[config.mk]
export PLATFORM = sky130hd
export DESIGN_NAME = bmu_mask_stage
export DESIGN_NICKNAME = d
export VERILOG_FILES = /design/src/rtl/bmu_pkg.sv /design/src/rtl/bmu_decode.sv /design/src/rtl/bmu_datapath.sv /design/src/rtl/bmu_out_slot.sv /design/src/rtl/bmu_mask_stage.sv
export SDC_FILE = /design/constraint.sdc
export NUM_CORES = 1
export LEC_CHECK = 0
export ABC_AREA = 1
export ABC_CLOCK_PERIOD_IN_PS = 2050
export BUFFER_PORTS_ARGS = -buffer_cell sky130_fd_sc_hd__buf_4
export CORE_ASPECT_RATIO = 1.2
export CORE_MARGIN = 3
export CORE_UTILIZATION = 48
export CTS_BUF_LIST = sky130_fd_sc_hd__clkbuf_8
export CTS_CLUSTER_DIAMETER = 30
export DETAILED_ROUTE_END_ITERATION = 10
export PLACE_DENSITY = 0.79
export SLEW_MARGIN = 20
export SYNTH_ARGS = -nofsm -noshare
export SYNTH_HDL_FRONTEND = slang
export SYNTH_SLANG_ARGS = --single-unit
[constraint.sdc]
create_clock -name clk -period 2.05 [get_ports clk]
set_clock_uncertainty 0.2 [all_clocks]
set_input_delay 0 -clock clk [delete_from_list [all_inputs] [get_ports clk]]
set_output_delay 0 -clock clk [all_outputs]
set_load 0.02 [all_outputs]
[src/rtl/bmu_pkg.sv]
package bmu_pkg;

  localparam int INSN_W    = 32;
  localparam int IDX_W     = 5;
  localparam int SEL_W     = 5;
  localparam int SEL_LSB   = 6;
  localparam int MERGE_POS = 5;
  localparam int MIDX_LSB  = 11;
  localparam int COMB_LSB  = SEL_LSB + 3;

  typedef enum logic [1:0] {
    CMB_OR   = 2'd0,
    CMB_AND  = 2'd1,
    CMB_XOR  = 2'd2,
    CMB_RSVD = 2'd3
  } combine_e;

  typedef enum logic [1:0] {
    ADJ_NEG  = 2'd0,
    ADJ_DEC  = 2'd1,
    ADJ_INC  = 2'd2,
    ADJ_NINC = 2'd3
  } adjust_e;

  typedef struct packed {
    combine_e comb;
    adjust_e  adj;
    logic     keep_true;
    logic     merge;
    logic     mask_en;
    logic     bad_sel;
  } op_ctl_t;

endpackage

[src/rtl/bmu_decode.sv]
module bmu_decode
  import bmu_pkg::*;
(
  input  logic [INSN_W-1:0] insn,
  output op_ctl_t           ctl
);

  logic [SEL_W-1:0] sel;
  logic [IDX_W-1:0] midx;
  logic             unused_bits;

  assign sel  = insn[SEL_LSB +: SEL_W];
  assign midx = insn[MIDX_LSB +: IDX_W];
  assign unused_bits = ^{insn[INSN_W-1:MIDX_LSB+IDX_W], insn[MERGE_POS-1:0]};

  always_comb begin
    ctl.comb      = combine_e'(sel[4:3]);
    ctl.adj       = adjust_e'(sel[2:1]);
    ctl.keep_true = sel[0];
    ctl.merge     = insn[MERGE_POS];
    ctl.mask_en   = |midx;
    ctl.bad_sel   = (sel[4:3] == CMB_RSVD);
  end

endmodule

[src/rtl/bmu_datapath.sv]
module bmu_datapath
  import bmu_pkg::*;
#(
  parameter int DATA_W = 64
) (
  input  op_ctl_t           ctl,
  input  logic [DATA_W-1:0] src_val,
  input  logic [DATA_W-1:0] mask_val,
  output logic [DATA_W-1:0] res
);

  localparam logic [DATA_W-1:0] ONE = DATA_W'(1);

  logic [DATA_W-1:0] mask, w, w_inc, w_dec;
  logic [DATA_W-1:0] t1, t2, t1m, t2m, comb, kept;

  assign mask  = ctl.mask_en ? mask_val : '1;
  assign w     = src_val & mask;
  assign w_inc = w + ONE;
  assign w_dec = w - ONE;
  assign t1    = ctl.keep_true ? w : ~w;

  always_comb begin
    case (ctl.adj)
      ADJ_NEG:  t2 = ~w + ONE;
      ADJ_DEC:  t2 = w_dec;
      ADJ_INC:  t2 = w_inc;
      default:  t2 = ~w_inc;
    endcase
  end

  assign t1m = t1 & mask;
  assign t2m = t2 & mask;

  always_comb begin
    case (ctl.comb)
      CMB_OR:  comb = t1m | t2m;
      CMB_AND: comb = t1m & t2m;
      CMB_XOR: comb = t1m ^ t2m;
      default: comb = '0;
    endcase
  end

  // per-lane restore: masked-off lanes either zero or source
  for (genvar i = 0; i < DATA_W; i++) begin : g_lane
    assign kept[i] = mask[i] ? comb[i] : (ctl.merge & src_val[i]);
  end

  assign res = kept;

endmodule

[src/rtl/bmu_out_slot.sv]
module bmu_out_slot #(
  parameter int DATA_W = 64
) (
  input  logic              clk,
  input  logic              rst_n,
  input  logic              take,
  input  logic              bad,
  input  logic              drain,
  input  logic [DATA_W-1:0] d,
  output logic              full,
  output logic [DATA_W-1:0] q,
  output logic              bad_pulse
);

  always_ff @(posedge clk or negedge rst_n) begin
    if (!rst_n) begin
      full      <= 1'b0;
      q         <= '0;
      bad_pulse <= 1'b0;
    end else begin
      bad_pulse <= take & bad;
      if (take) begin
        full <= ~bad;
        q    <= bad ? '0 : d;
      end else if (drain) begin
        full <= 1'b0;
      end
    end
  end

endmodule

[src/rtl/bmu_mask_stage.sv]
module bmu_mask_stage
  import bmu_pkg::*;
#(
  parameter int DATA_W = 64
) (
  input  logic              clk,
  input  logic              rst_n,
  input  logic              in_valid,
  output logic              in_ready,
  input  logic [INSN_W-1:0] insn,
  input  logic [DATA_W-1:0] src_val,
  input  logic [DATA_W-1:0] mask_val,
  output logic              out_valid,
  input  logic              out_ready,
  output logic [DATA_W-1:0] result,
  output logic              illegal
);

  op_ctl_t           ctl;
  logic [DATA_W-1:0] res_d;
  logic              take;

  bmu_decode u_dec (
    .insn (insn),
    .ctl  (ctl)
  );

  bmu_datapath #(.DATA_W(DATA_W)) u_dp (
    .ctl      (ctl),
    .src_val  (src_val),
    .mask_val (mask_val),
    .res      (res_d)
  );

  assign in_ready = ~out_valid | out_ready;
  assign take     = in_valid & in_ready;

  bmu_out_slot #(.DATA_W(DATA_W)) u_slot (
    .clk       (clk),
    .rst_n     (rst_n),
    .take      (take),
    .bad       (ctl.bad_sel),
    .drain     (out_ready),
    .d         (res_d),
    .full      (out_valid),
    .q         (result),
    .bad_pulse (illegal)
  );

endmodule

==> results_tabular.tex, run 1 <==
\begin{tabular}{lr}
\hline
Metric & Value \\
\hline
\multicolumn{2}{l}{\textbf{Floorplan}} \\
\quad Core Rows & 67 \\
\quad Initial core utilization & 48.95\% \\
\quad Number of top-level pins & around 230 \\
\quad Die W & approximately 160 um \\
\quad Die Y-Extent & 191.1 um \\
\multicolumn{2}{l}{\textbf{Logic synthesis}} \\
\quad Fraction of registers with async set/reset & 100.0\% \\
\quad Post-Synthesis Cell Area & between 10000 and 15000 um2 \\
\quad Number of warning messages in the yosys log & 0 \\
\quad Most instantiated library cell after synthesis & sky130\_fd\_sc\_hd\_\_nand2\_1 \\
\quad Post-synth EDFFs & 0 \\
\quad Post-Synthesis Net Count & 2720 \\
\quad Mean instance size in the synthesized netlist & 5.649 um2 \\
\quad Largest area contributor in the synthesized netlist & sky130\_fd\_sc\_hd\_\_nand2\_1 \\
\quad Number of cells produced by synthesis & 2426 \\
\quad Fraction of post-synthesis cell area in the top cell type by area & 23.61\% \\
\quad Number of synthesized register bits & 66 \\
\quad Flip-flop cell with the highest count after synthesis & sky130\_fd\_sc\_hd\_\_dfrtp\_1 \\
\quad Distinct cell type count of the synthesized netlist & 44 \\
\quad Synth top area cells & sky130\_fd\_sc\_hd\_\_nand2\_1 24\%, sky130\_fd\_sc\_hd\_\_dfrtp\_1 12\%, sky130\_fd\_sc\_hd\_\_ha\_1 12\% \\
\quad Part of the Yosys area used for sequential elements & between 10\% and 20\% \\
\quad Ranking of synthesized cells by instance count & 862 x sky130\_fd\_sc\_hd\_\_nand2\_1, 324 x sky130\_fd\_sc\_hd\_\_inv\_1, 299 x sky130\_fd\_sc\_hd\_\_nor2\_1 \\
\multicolumn{2}{l}{\textbf{Placement}} \\
\quad Detailed Place HPWL & 54840 um \\
\quad Placer's final routability congestion estimate & 1.066 \\
\quad Cell count after placement & 3446 \\
\quad PortBufs & between 200 and 250 \\
\multicolumn{2}{l}{\textbf{STA}} \\
\quad Last reported worst endpoint of the global-route repair pass & u\_slot.q[12]\$\_DFFE\_PN0P\_/D \\
\quad Worst endpoint kind after the last repair & sequential cell input \\
\multicolumn{2}{l}{\textbf{Global routing}} \\
\quad Global routing usage summed across all routing layers & 91.67\% \\
\quad Pin count of the biggest net entering global routing & 67 \\
\quad Grt ovf & around 760 \\
\multicolumn{2}{l}{\textbf{Clock tree}} \\
\quad H-tree lvl count & 3 \\
\quad Clock buffer count from CTS & 9 \\
\quad Maximum clock path buffer count & 2 \\
\quad Count of clock tree sinks & 66 \\
\quad Clock tree root buffer cell & sky130\_fd\_sc\_hd\_\_clkbuf\_8 \\
\multicolumn{2}{l}{\textbf{Outcome}} \\
\quad Result of the run & stopped before the end \\
\quad Error that ended the run & [ERROR GRT-0232] Routing congestion too high. Check the congestion heatmap in the GUI. \\
\quad Last flow stage reached & global routing (5\_1\_grt) \\
\hline
\end{tabular}
==> what timing repair did <==
| item | CTS |
|---|---|
| buffers inserted | 42 |
| endpoints found under the hold margin | 131 |
| pin swaps | 135 |
| gates cloned | 4 |
| endpoints found under the setup margin | 63 |
| resized for setup | 467 |
| hold buffers | 129 |
==> metal layers <==
metal  GRT overflow  global-route usage (%)
met4            283                   101.7
met1             16                   87.80
met2            426                   104.4
met5              5                   51.14
met3             31                   80.02
==> logic make-up after synthesis <==
| group | share of synthesized area (%) |
|---|---|
| AO/OA/AOI/OAI | 13.44 |
| XOR/XNOR | 6.838 |
| adder cells (fa/ha/maj) | 11.87 |
| buffers and inverters | 11.54 |
| flip-flops | 12.05 |
| AND/OR/NAND/NOR | 44.27 |
==> per-stage QoR <==
stage,setup slack (ps),cell area (um2)
floorplan,-574.4,14060
global placement,-1463,19840
detailed placement,-1508,19840
CTS,-752.7,23440
==> inputs of run 2 (changes only) <==
CORE_ASPECT_RATIO = not set   (was 1.2)
CORE_UTILIZATION = 33   (was 48)
CTS_BUF_LIST = not set   (was sky130_fd_sc_hd__clkbuf_8)
CTS_CLUSTER_DIAMETER = not set   (was 30)
PLACE_DENSITY = not set   (was 0.79)
PLACE_DENSITY_LB_ADDON = 0.15   (was not set)
==> results_tabular.tex, run 2 <==
\begin{tabular}{lr}
\hline
Metric & Value \\
\hline
\multicolumn{2}{l}{\textbf{STA}} \\
\quad Actual transition at the worst max-transition pin & 448.6 ps \\
\quad Final worst-path cycle share & 145.7\% \\
\quad Highest Clock Rate & 334.8 MHz \\
\quad Final worst slack & -936.6 ps \\
\quad Final critical-path required period & 2987 ps \\
\quad Headroom to the max-slew limit & between 70\% and 80\% \\
\quad Setup TNS after final layout & -44580 ps \\
\quad Final slew viol count & 0 \\
\quad Unrepaired setup endpoints after global routing & true \\
\quad Final hold violation count & 0 \\
\quad Worst hold margin & 16.06 ps \\
\quad Final Setup Violations & 63 \\
\multicolumn{2}{l}{\textbf{Layout}} \\
\quad Largest regs & u\_slot.q x64, u\_slot.bad\_pulse x1, u\_slot.full x1 \\
\quad Top library cells by usage in the layout, fill and taps aside & 744 x sky130\_fd\_sc\_hd\_\_nand2\_1, 717 x sky130\_fd\_sc\_hd\_\_buf\_4, 313 x sky130\_fd\_sc\_hd\_\_inv\_1 \\
\quad Fraction of final layout cells with drive strength greater than 1 & around 37\% \\
\quad Nets@finish & 3540 \\
\quad Post-synthesis to final-layout area growth & 70.39\% \\
\quad Final instance count without filler cells & between 3000 and 4000 \\
\quad Diodes inserted & 0 \\
\quad Most flop-heavy register & u\_slot.q \\
\quad Util after Layout & 57.06\% \\
\quad Most frequent standard cell in the layout excluding fill and tap cells & sky130\_fd\_sc\_hd\_\_nand2\_1 \\
\quad Flip-flop count of the largest register, all copies and words added & 64 \\
\multicolumn{2}{l}{\textbf{Critical path}} \\
\quad Critical Path Fanout Max & 16 \\
\quad FF-to-FF setup slack & 160 ps \\
\quad Number of cells on the worst reg-to-reg path & 5 \\
\quad Worst R2R Start & u\_slot.full\$\_DFFE\_PN0P\_ \\
\quad Worst setup EP type & flip-flop \\
\quad Start point of the critical path & insn[15] \\
\quad End of the worst register-to-register path & u\_slot.bad\_pulse\$\_DFF\_PN0\_ \\
\quad Required time at the worst-slack endpoint & between 2000 and 2500 ps \\
\quad CP Launch Type & input port \\
\quad Arrival time of data at the critical path endpoint & 3070 ps \\
\quad Critical path start-end classification & in -> reg \\
\quad Setup crit end & u\_slot.q[40]\$\_DFFE\_PN0P\_ \\
\multicolumn{2}{l}{\textbf{Logic synthesis}} \\
\quad Synth top area cells & sky130\_fd\_sc\_hd\_\_nand2\_1 24\%, sky130\_fd\_sc\_hd\_\_dfrtp\_1 12\%, sky130\_fd\_sc\_hd\_\_ha\_1 12\% (unchanged) \\
\quad Number of synthesized register bits & 66 (unchanged) \\
\quad Largest area contributor in the synthesized netlist & sky130\_fd\_sc\_hd\_\_nand2\_1 (unchanged) \\
\quad Post-synth EDFFs & 0 (unchanged) \\
\quad Number of warning messages in the yosys log & 0 (unchanged) \\
\quad Fraction of post-synthesis cell area in the top cell type by area & 23.61\% (unchanged) \\
\quad Post-Synthesis Net Count & 2720 (unchanged) \\
\quad Part of the Yosys area used for sequential elements & 12.05\% (unchanged) \\
\quad Flip-flop cell with the highest count after synthesis & sky130\_fd\_sc\_hd\_\_dfrtp\_1 (unchanged) \\
\quad Ranking of synthesized cells by instance count & 862 x sky130\_fd\_sc\_hd\_\_nand2\_1, 324 x sky130\_fd\_sc\_hd\_\_inv\_1, 299 x sky130\_fd\_sc\_hd\_\_nor2\_1 (unchanged) \\
\quad Fraction of registers with async set/reset & 100.0\% (unchanged) \\
\quad Mean instance size in the synthesized netlist & 5.649 um2 (unchanged) \\
\quad Post-Synthesis Cell Area & 13710 um2 (unchanged) \\
\quad Most instantiated library cell after synthesis & sky130\_fd\_sc\_hd\_\_nand2\_1 (unchanged) \\
\quad Number of cells produced by synthesis & 2426 (unchanged) \\
\quad Distinct cell type count of the synthesized netlist & 44 (unchanged) \\
\multicolumn{2}{l}{\textbf{Job}} \\
\quad Max-cap violations & 0 \\
\multicolumn{2}{l}{\textbf{Floorplan}} \\
\quad Die area & 44010 um2 \\
\quad Number of top-level pins & 231 (unchanged) \\
\quad Die W & 209.8 um (was 160.3 um) \\
\quad Core Rows & 74 (was 67) \\
\quad Core Region & 40920 um2 \\
\quad Die Y-Extent & 209.8 um (was 191.1 um) \\
\quad Initial core utilization & 33.49\% (was 48.95\%) \\
\multicolumn{2}{l}{\textbf{Clock tree}} \\
\quad CTS tree & built \\
\quad Clock latency on the worst-skew pair & 400 ps \\
\quad Clock slew at reported path FFs & 70 ps \\
\quad Clock tree root buffer cell & sky130\_fd\_sc\_hd\_\_clkbuf\_16 (was sky130\_fd\_sc\_hd\_\_clkbuf\_8) \\
\quad Maximum clock path buffer count & 2 (unchanged) \\
\quad Count of clock tree sinks & 66 (unchanged) \\
\quad Clock buffer count from CTS & 9 (unchanged) \\
\quad H-tree lvl count & 3 (unchanged) \\
\multicolumn{2}{l}{\textbf{Placement}} \\
\quad Cell count after placement & 3609 (was 3446) \\
\quad Placer's final routability congestion estimate & 1.001 (was 1.066) \\
\quad Detailed Place HPWL & 55510 um (was 54840 um) \\
\quad PortBufs & 209 (unchanged) \\
\multicolumn{2}{l}{\textbf{Drt}} \\
\quad Total iterations of the first detailed-routing run & 5 \\
\quad Mean routed wirelength per cell & 18.83 um \\
\quad Starting DRC count in detailed routing & 1419 \\
\quad Number of remaining DRC errors & 0 \\
\quad Vias & between 15000 and 20000 \\
\quad Aggregate routed wire length & between 70000 and 80000 um \\
\quad Remaining antenna violation count after routing & 0 \\
\quad Via count normalized by instance count & 5.039 \\
\multicolumn{2}{l}{\textbf{Outcome}} \\
\quad Violated checks & setup timing \\
\quad Result of the run & finished, violations left (was stopped before the end) \\
\multicolumn{2}{l}{\textbf{Hold path}} \\
\quad Worst hold-check path type & in -> reg \\
\quad Cell depth of the worst min-delay path & 6 \\
\multicolumn{2}{l}{\textbf{Power and ir drop}} \\
\quad Reported leakage power & about 12 nW \\
\quad Worst vdd ir & between 0.4 and 0.5 mV \\
\quad Cell area power density & approximately 350 nW/um2 \\
\multicolumn{2}{l}{\textbf{Global routing}} \\
\quad Global routing usage summed across all routing layers & 31.70\% \\
\quad Number of global-route vias before repair & about 19000 \\
\quad Wire length of the first global-routing pass & between 100000 and 150000 um \\
\quad Pin count of the biggest net entering global routing & 67 \\
\quad Initial antenna violation count & 0 \\
\quad Grt ovf & 0 \\
\hline
\end{tabular}
-- run 2: cell counts after synthesis --
No cell type changed its count.
-- run 2: how the worst min path moves through the flow --
stage	end	start
6_report	u_slot.q[22]$_DFFE_PN0P_	mask_val[22]
5_1_grt	u_slot.q[1]$_DFFE_PN0P_	mask_val[1]
4_1_cts	u_slot.q[41]$_DFFE_PN0P_	src_val[41]
3_5_place_dp	u_slot.q[56]$_DFFE_PN0P_	rst_n
3_3_place_gp	u_slot.q[56]$_DFFE_PN0P_	rst_n
2_1_floorplan	u_slot.bad_pulse$_DFF_PN0_	rst_n
-- run 2: through the flow --
step | area (um2) | power (mW) | worst slack [ps]
3_5_place_dp | 20040 | 5.859 | -1515
4_1_cts | 22440 | 8.054 | -904.5
6_report | 23350 | 8.179 | -936.6
3_3_place_gp | 20040 | 5.765 | -1504
5_1_grt | 23350 | 8.708 | -1173
2_1_floorplan | 14060 | 3.780 | -574.4
-- run 2: what timing repair did --
action,CTS,global route
buffers inserted,8,20
endpoints found under the setup margin,63,63
pin swaps,11,41
hold buffers,130,0
resized for setup,205,200
endpoints found under the hold margin,131,0
cloned,2,1
-- run 2: worst max-delay path, cell delays in order --
cell and delay, ps:
sky130_fd_sc_hd__buf_4 80, sky130_fd_sc_hd__inv_1 50, sky130_fd_sc_hd__nand3_4 120, sky130_fd_sc_hd__buf_8 220
sky130_fd_sc_hd__nand2_1 110, sky130_fd_sc_hd__nand2_2 140, sky130_fd_sc_hd__ha_2 230, sky130_fd_sc_hd__nand2_1 70
sky130_fd_sc_hd__nor2_2 130, sky130_fd_sc_hd__nand2_1 120, sky130_fd_sc_hd__nor2_2 110, sky130_fd_sc_hd__buf_4 150
sky130_fd_sc_hd__nand2_1 180, sky130_fd_sc_hd__inv_1 100, sky130_fd_sc_hd__nand2_1 140, sky130_fd_sc_hd__o21ai_0 210
sky130_fd_sc_hd__nand2_1 90, sky130_fd_sc_hd__nand2_1 70, sky130_fd_sc_hd__nor2_1 40, sky130_fd_sc_hd__ha_1 260
sky130_fd_sc_hd__nand2_1 70, sky130_fd_sc_hd__o2111ai_1 130, sky130_fd_sc_hd__a32o_1 230
-- run 2: final cells by class --
cell class                 count  area (um2)
fill                        4052       17570
multi-input combinational   1952       12150
timing repair buffer         887        7326
sequential                    66        1652
inverter                     330        1245
tap                          532       665.6
clock buffer                  10       239.0
clock inverter                 6       72.57
-- run 2: where the power goes --
part           total [mW]  switching [mW]  internal, mW
clock network        1.83           0.839         0.992
logic                4.73            2.57          2.16
registers            1.62           0.125          1.49
-- run 2: cells by family (layout without fill, tap and decap cells) --
kind of cell,Yosys count,count (layout),share of synthesized area (%)
XOR/XNOR,107,107,6.838
AO/OA/AOI/OAI,246,246,13.44
adder cells (fa/ha/maj),130,130,11.87
flip-flops,66,66,12.05
AND/OR/NAND/NOR,1469,1469,44.27
buffers and inverters,408,1233,11.54
-- run 2: per-layer routing --
metal,track usage [%],wire (um),share of wire [%]
met1,43.17,33190,47
met2,51.16,32240,45
met3,4.918,3768,5.3
met4,10.74,2037,2.9
met5,0,0,0
Power figures use the tool's default switching activity.
==> inputs of run 3 (changes only) <==
CORE_MARGIN = 2   (was 3)
CTS_CLUSTER_DIAMETER = 200   (was not set)
==> results_tabular.tex, run 3 (same netlist as run 2, synthesis figures left out) <==
\begin{tabular}{lr}
\hline
Metric & Value \\
\hline
\multicolumn{2}{l}{\textbf{Outcome}} \\
\quad Result of the run & finished, violations left (unchanged) \\
\quad Violated checks & setup timing (unchanged) \\
\multicolumn{2}{l}{\textbf{Power and ir drop}} \\
\quad Part of the power in combinational logic & 57.2\% (was 57.8\%) \\
\quad Switching Fraction & 42.74\% (was 43.20\%) \\
\quad Proportion of power drawn by the clock network & 23.2\% (was 22.4\%) \\
\quad Worst vdd ir & 0.3913 mV (was 0.4106 mV) \\
\quad Reported leakage power & 12.03 nW (was 12.10 nW) \\
\quad Net switching power of the design & 3.521 mW (was 3.534 mW) \\
\quad Cell internal power dissipation & 4.717 mW (was 4.646 mW) \\
\quad Part of the power in registers & 19.6\% (was 19.8\%) \\
\quad Cell area power density & 357.3 nW/um2 (was 350.3 nW/um2) \\
\multicolumn{2}{l}{\textbf{Global routing}} \\
\quad Wire length of the first global-routing pass & 109800 um (was 107700 um) \\
\quad Met3 Use GR & 3.888\% (was 4.918\%) \\
\quad Pin count of the biggest net entering global routing & 67 (unchanged) \\
\quad Busiest metal layer after global routing & met2 (unchanged) \\
\quad Met1 routing resource usage after global routing & 44.14\% (was 43.17\%) \\
\quad Initial antenna violation count & 0 (unchanged) \\
\quad Global routing usage summed across all routing layers & 32.82\% (was 31.70\%) \\
\quad GR Util met2 & 53.83\% (was 51.16\%) \\
\quad Grt ovf & 0 (unchanged) \\
\quad Number of global-route vias before repair & 19420 (was 18940) \\
\multicolumn{2}{l}{\textbf{STA}} \\
\quad Final Setup Violations & 62 (was 63) \\
\quad Final slew viol count & 0 (unchanged) \\
\quad Unrepaired setup endpoints after global routing & true (unchanged) \\
\quad Headroom to the max-slew limit & 38.18\% (was 70.09\%) \\
\quad Actual transition at the worst max-transition pin & 926.2 ps (was 448.6 ps) \\
\quad Highest Clock Rate & 335.9 MHz (was 334.8 MHz) \\
\quad Worst hold margin & 5.098 ps (was 16.06 ps) \\
\quad Final worst slack & -927.2 ps (was -936.6 ps) \\
\quad Final critical-path required period & 2977 ps (was 2987 ps) \\
\quad Final worst-path cycle share & 145.2\% (was 145.7\%) \\
\quad Final hold violation count & 0 (unchanged) \\
\multicolumn{2}{l}{\textbf{Clock tree}} \\
\quad H-tree lvl count & 3 (unchanged) \\
\quad Clock tree root buffer cell & sky130\_fd\_sc\_hd\_\_clkbuf\_16 (unchanged) \\
\quad Clock slew at reported path FFs & 80 ps (was 70 ps) \\
\quad Clock latency on the worst-skew pair & 400 ps (about the same) \\
\quad Clock buffer count from CTS & 9 (unchanged) \\
\quad Maximum clock path buffer count & 2 (unchanged) \\
\quad Count of clock tree sinks & 66 (unchanged) \\
\quad CTS tree & built (unchanged) \\
\multicolumn{2}{l}{\textbf{Floorplan}} \\
\quad Initial core utilization & 33.49\% (unchanged) \\
\quad Number of top-level pins & 231 (unchanged) \\
\quad Die area & 43180 um2 (was 44010 um2) \\
\quad Die Y-Extent & 207.8 um (was 209.8 um) \\
\quad Core Rows & 74 (unchanged) \\
\quad Core Region & 40920 um2 (unchanged) \\
\quad Die W & 207.8 um (was 209.8 um) \\
\multicolumn{2}{l}{\textbf{Drt}} \\
\quad Vias & 19280 (was 19060) \\
\quad Number of remaining DRC errors & 0 (unchanged) \\
\quad Via count normalized by instance count & 5.120 (was 5.039) \\
\quad Aggregate routed wire length & 71340 um (was 71230 um) \\
\quad Remaining antenna violation count after routing & 0 (unchanged) \\
\quad Starting DRC count in detailed routing & 1506 (was 1419) \\
\quad Mean routed wirelength per cell & 18.94 um (was 18.83 um) \\
\quad Total iterations of the first detailed-routing run & 6 (was 5) \\
\multicolumn{2}{l}{\textbf{Layout}} \\
\quad Post-synthesis to final-layout area growth & 68.22\% (was 70.39\%) \\
\quad Most frequent standard cell in the layout excluding fill and tap cells & sky130\_fd\_sc\_hd\_\_nand2\_1 (unchanged) \\
\quad Top library cells by usage in the layout, fill and taps aside & 745 x sky130\_fd\_sc\_hd\_\_nand2\_1, 710 x sky130\_fd\_sc\_hd\_\_buf\_4, 309 x sky130\_fd\_sc\_hd\_\_inv\_1 (was 744 x sky130\_fd\_sc\_hd\_\_nand2\_1, 717 x sky130\_fd\_sc\_hd\_\_buf\_4, 313 x sky130\_fd\_sc\_hd\_\_inv\_1) \\
\quad Largest regs & u\_slot.q x64, u\_slot.bad\_pulse x1, u\_slot.full x1 (unchanged) \\
\quad Diodes inserted & 0 (unchanged) \\
\quad Util after Layout & 56.34\% (was 57.06\%) \\
\quad Area occupied by registers & 1652 um2 (unchanged) \\
\quad Final-layout fill cell count & 4137 (was 4052) \\
\quad Flip-flop count of the largest register, all copies and words added & 64 (unchanged) \\
\quad Nets@finish & 3523 (was 3540) \\
\quad Combined area of the multi-input logic cells & 12000 um2 (was 12150 um2) \\
\quad Most flop-heavy register & u\_slot.q (unchanged) \\
\quad Cell area after layout & 23060 um2 (was 23350 um2) \\
\quad Fraction of final layout cells with drive strength greater than 1 & 36.46\% (was 37.16\%) \\
\multicolumn{2}{l}{\textbf{Critical path}} \\
\quad Arrival time of data at the critical path endpoint & 3060 ps (was 3070 ps) \\
\quad Cell mode on critical path & sky130\_fd\_sc\_hd\_\_nand2\_1 (unchanged) \\
\quad Critical path start-end classification & in -> reg (unchanged) \\
\quad CP max-delay cell & sky130\_fd\_sc\_hd\_\_ha\_1 (unchanged) \\
\quad Worst setup EP type & flip-flop (unchanged) \\
\quad Critical Path Fanout Max & 19 (was 16) \\
\quad Required time at the worst-slack endpoint & 2130 ps (about the same) \\
\quad Max incr delay on CP & 260 ps (about the same) \\
\quad CP Launch Type & input port (unchanged) \\
\multicolumn{2}{l}{\textbf{Placement}} \\
\quad Cell area after placement & 19970 um2 (was 20040 um2) \\
\quad Detailed Place HPWL & 54990 um (was 55510 um) \\
\quad PortBufs & 209 (unchanged) \\
\quad Placer's final routability congestion estimate & 1.001 (about the same) \\
\quad Post-Place Setup Slack & -1558 ps (was -1515 ps) \\
\multicolumn{2}{l}{\textbf{Job}} \\
\quad Max-cap violations & 0 (unchanged) \\
\multicolumn{2}{l}{\textbf{Hold path}} \\
\quad Worst hold-check path type & in -> reg (unchanged) \\
\hline
\end{tabular}
[run 3: repair_timing]
action                     CTS  global route
pin swaps                   33            15
resized for setup          268           107
hold endpoints to repair   132             0
hold buffers               133             0
setup endpoints to repair   63            64
gates cloned                 2             0
buffers inserted            16             0
[run 3: final timing paths]
| kind | from | to | slack (ps) | cells after the start |
|---|---|---|---|---|
| worst min-delay path | mask_val[13] | u_slot.q[13]$_DFFE_PN0P_ | 5 | 7 |
| worst max-delay path | insn[14] | u_slot.q[39]$_DFFE_PN0P_ | -930 | 25 |
| worst max register to register | u_slot.full$_DFFE_PN0P_ | u_slot.bad_pulse$_DFF_PN0_ | 180 | 5 |
| worst min register to register | u_slot.q[48]$_DFFE_PN0P_ | u_slot.q[48]$_DFFE_PN0P_ | 290 | 2 |
| max in group asynchronous | rst_n | u_slot.q[38]$_DFFE_PN0P_ | 870 | 4 |
| min in group asynchronous | rst_n | u_slot.q[12]$_DFFE_PN0P_ | 530 | 4 |
[run 3: area by class of cell]
cell class	count	area share [%]
inverters	330	5.411
well taps	532	2.887
flip-flops and latches	66	7.163
repair buffers	870	31.06
clock inverters	7	0.4396
multi-input cells	1952	52.06
clock buffers	9	0.9768
[run 3: stage by stage]
stage / instances / total power, mW / setup TNS [ps]
2_1_floorplan: 2426 / 3.780 / -27700
3_3_place_gp: 3599 / 5.757 / -78060
3_5_place_dp: 3599 / 5.861 / -80480
4_1_cts: 3766 / 8.180 / -44520
5_1_grt: 3766 / 8.764 / -56490
6_report: 3766 / 8.238 / -45480
[run 3: power by group through the flow]
stage | Combinational (mW) | Clock [mW] | Sequential [mW]
floorplan | 1.92 | 0 | 1.86
global placement | 4.12 | 0 | 1.63
detailed placement | 4.22 | 0 | 1.64
CTS | 4.61 | 1.96 | 1.62
global route | 5.13 | 1.99 | 1.64
finish | 4.71 | 1.91 | 1.62
[run 3: worst max-delay path, delay by kind of cell]
kind,cells,cell delay (ps)
adder cells (fa/ha/maj),1,260
AND/OR/NAND/NOR,16,1530
buffers and inverters,6,880
AO/OA/AOI/OAI,2,350
[run 3: routing by layer]
| layer | up-vias | wire, um |
|---|---|---|
| met5 | - | 0 |
| met4 | 0 | 2021 |
| met3 | 97 | 3797 |
| met2 | 586 | 32620 |
| met1 | 9196 | 32910 |
| li1 | 9402 | - |
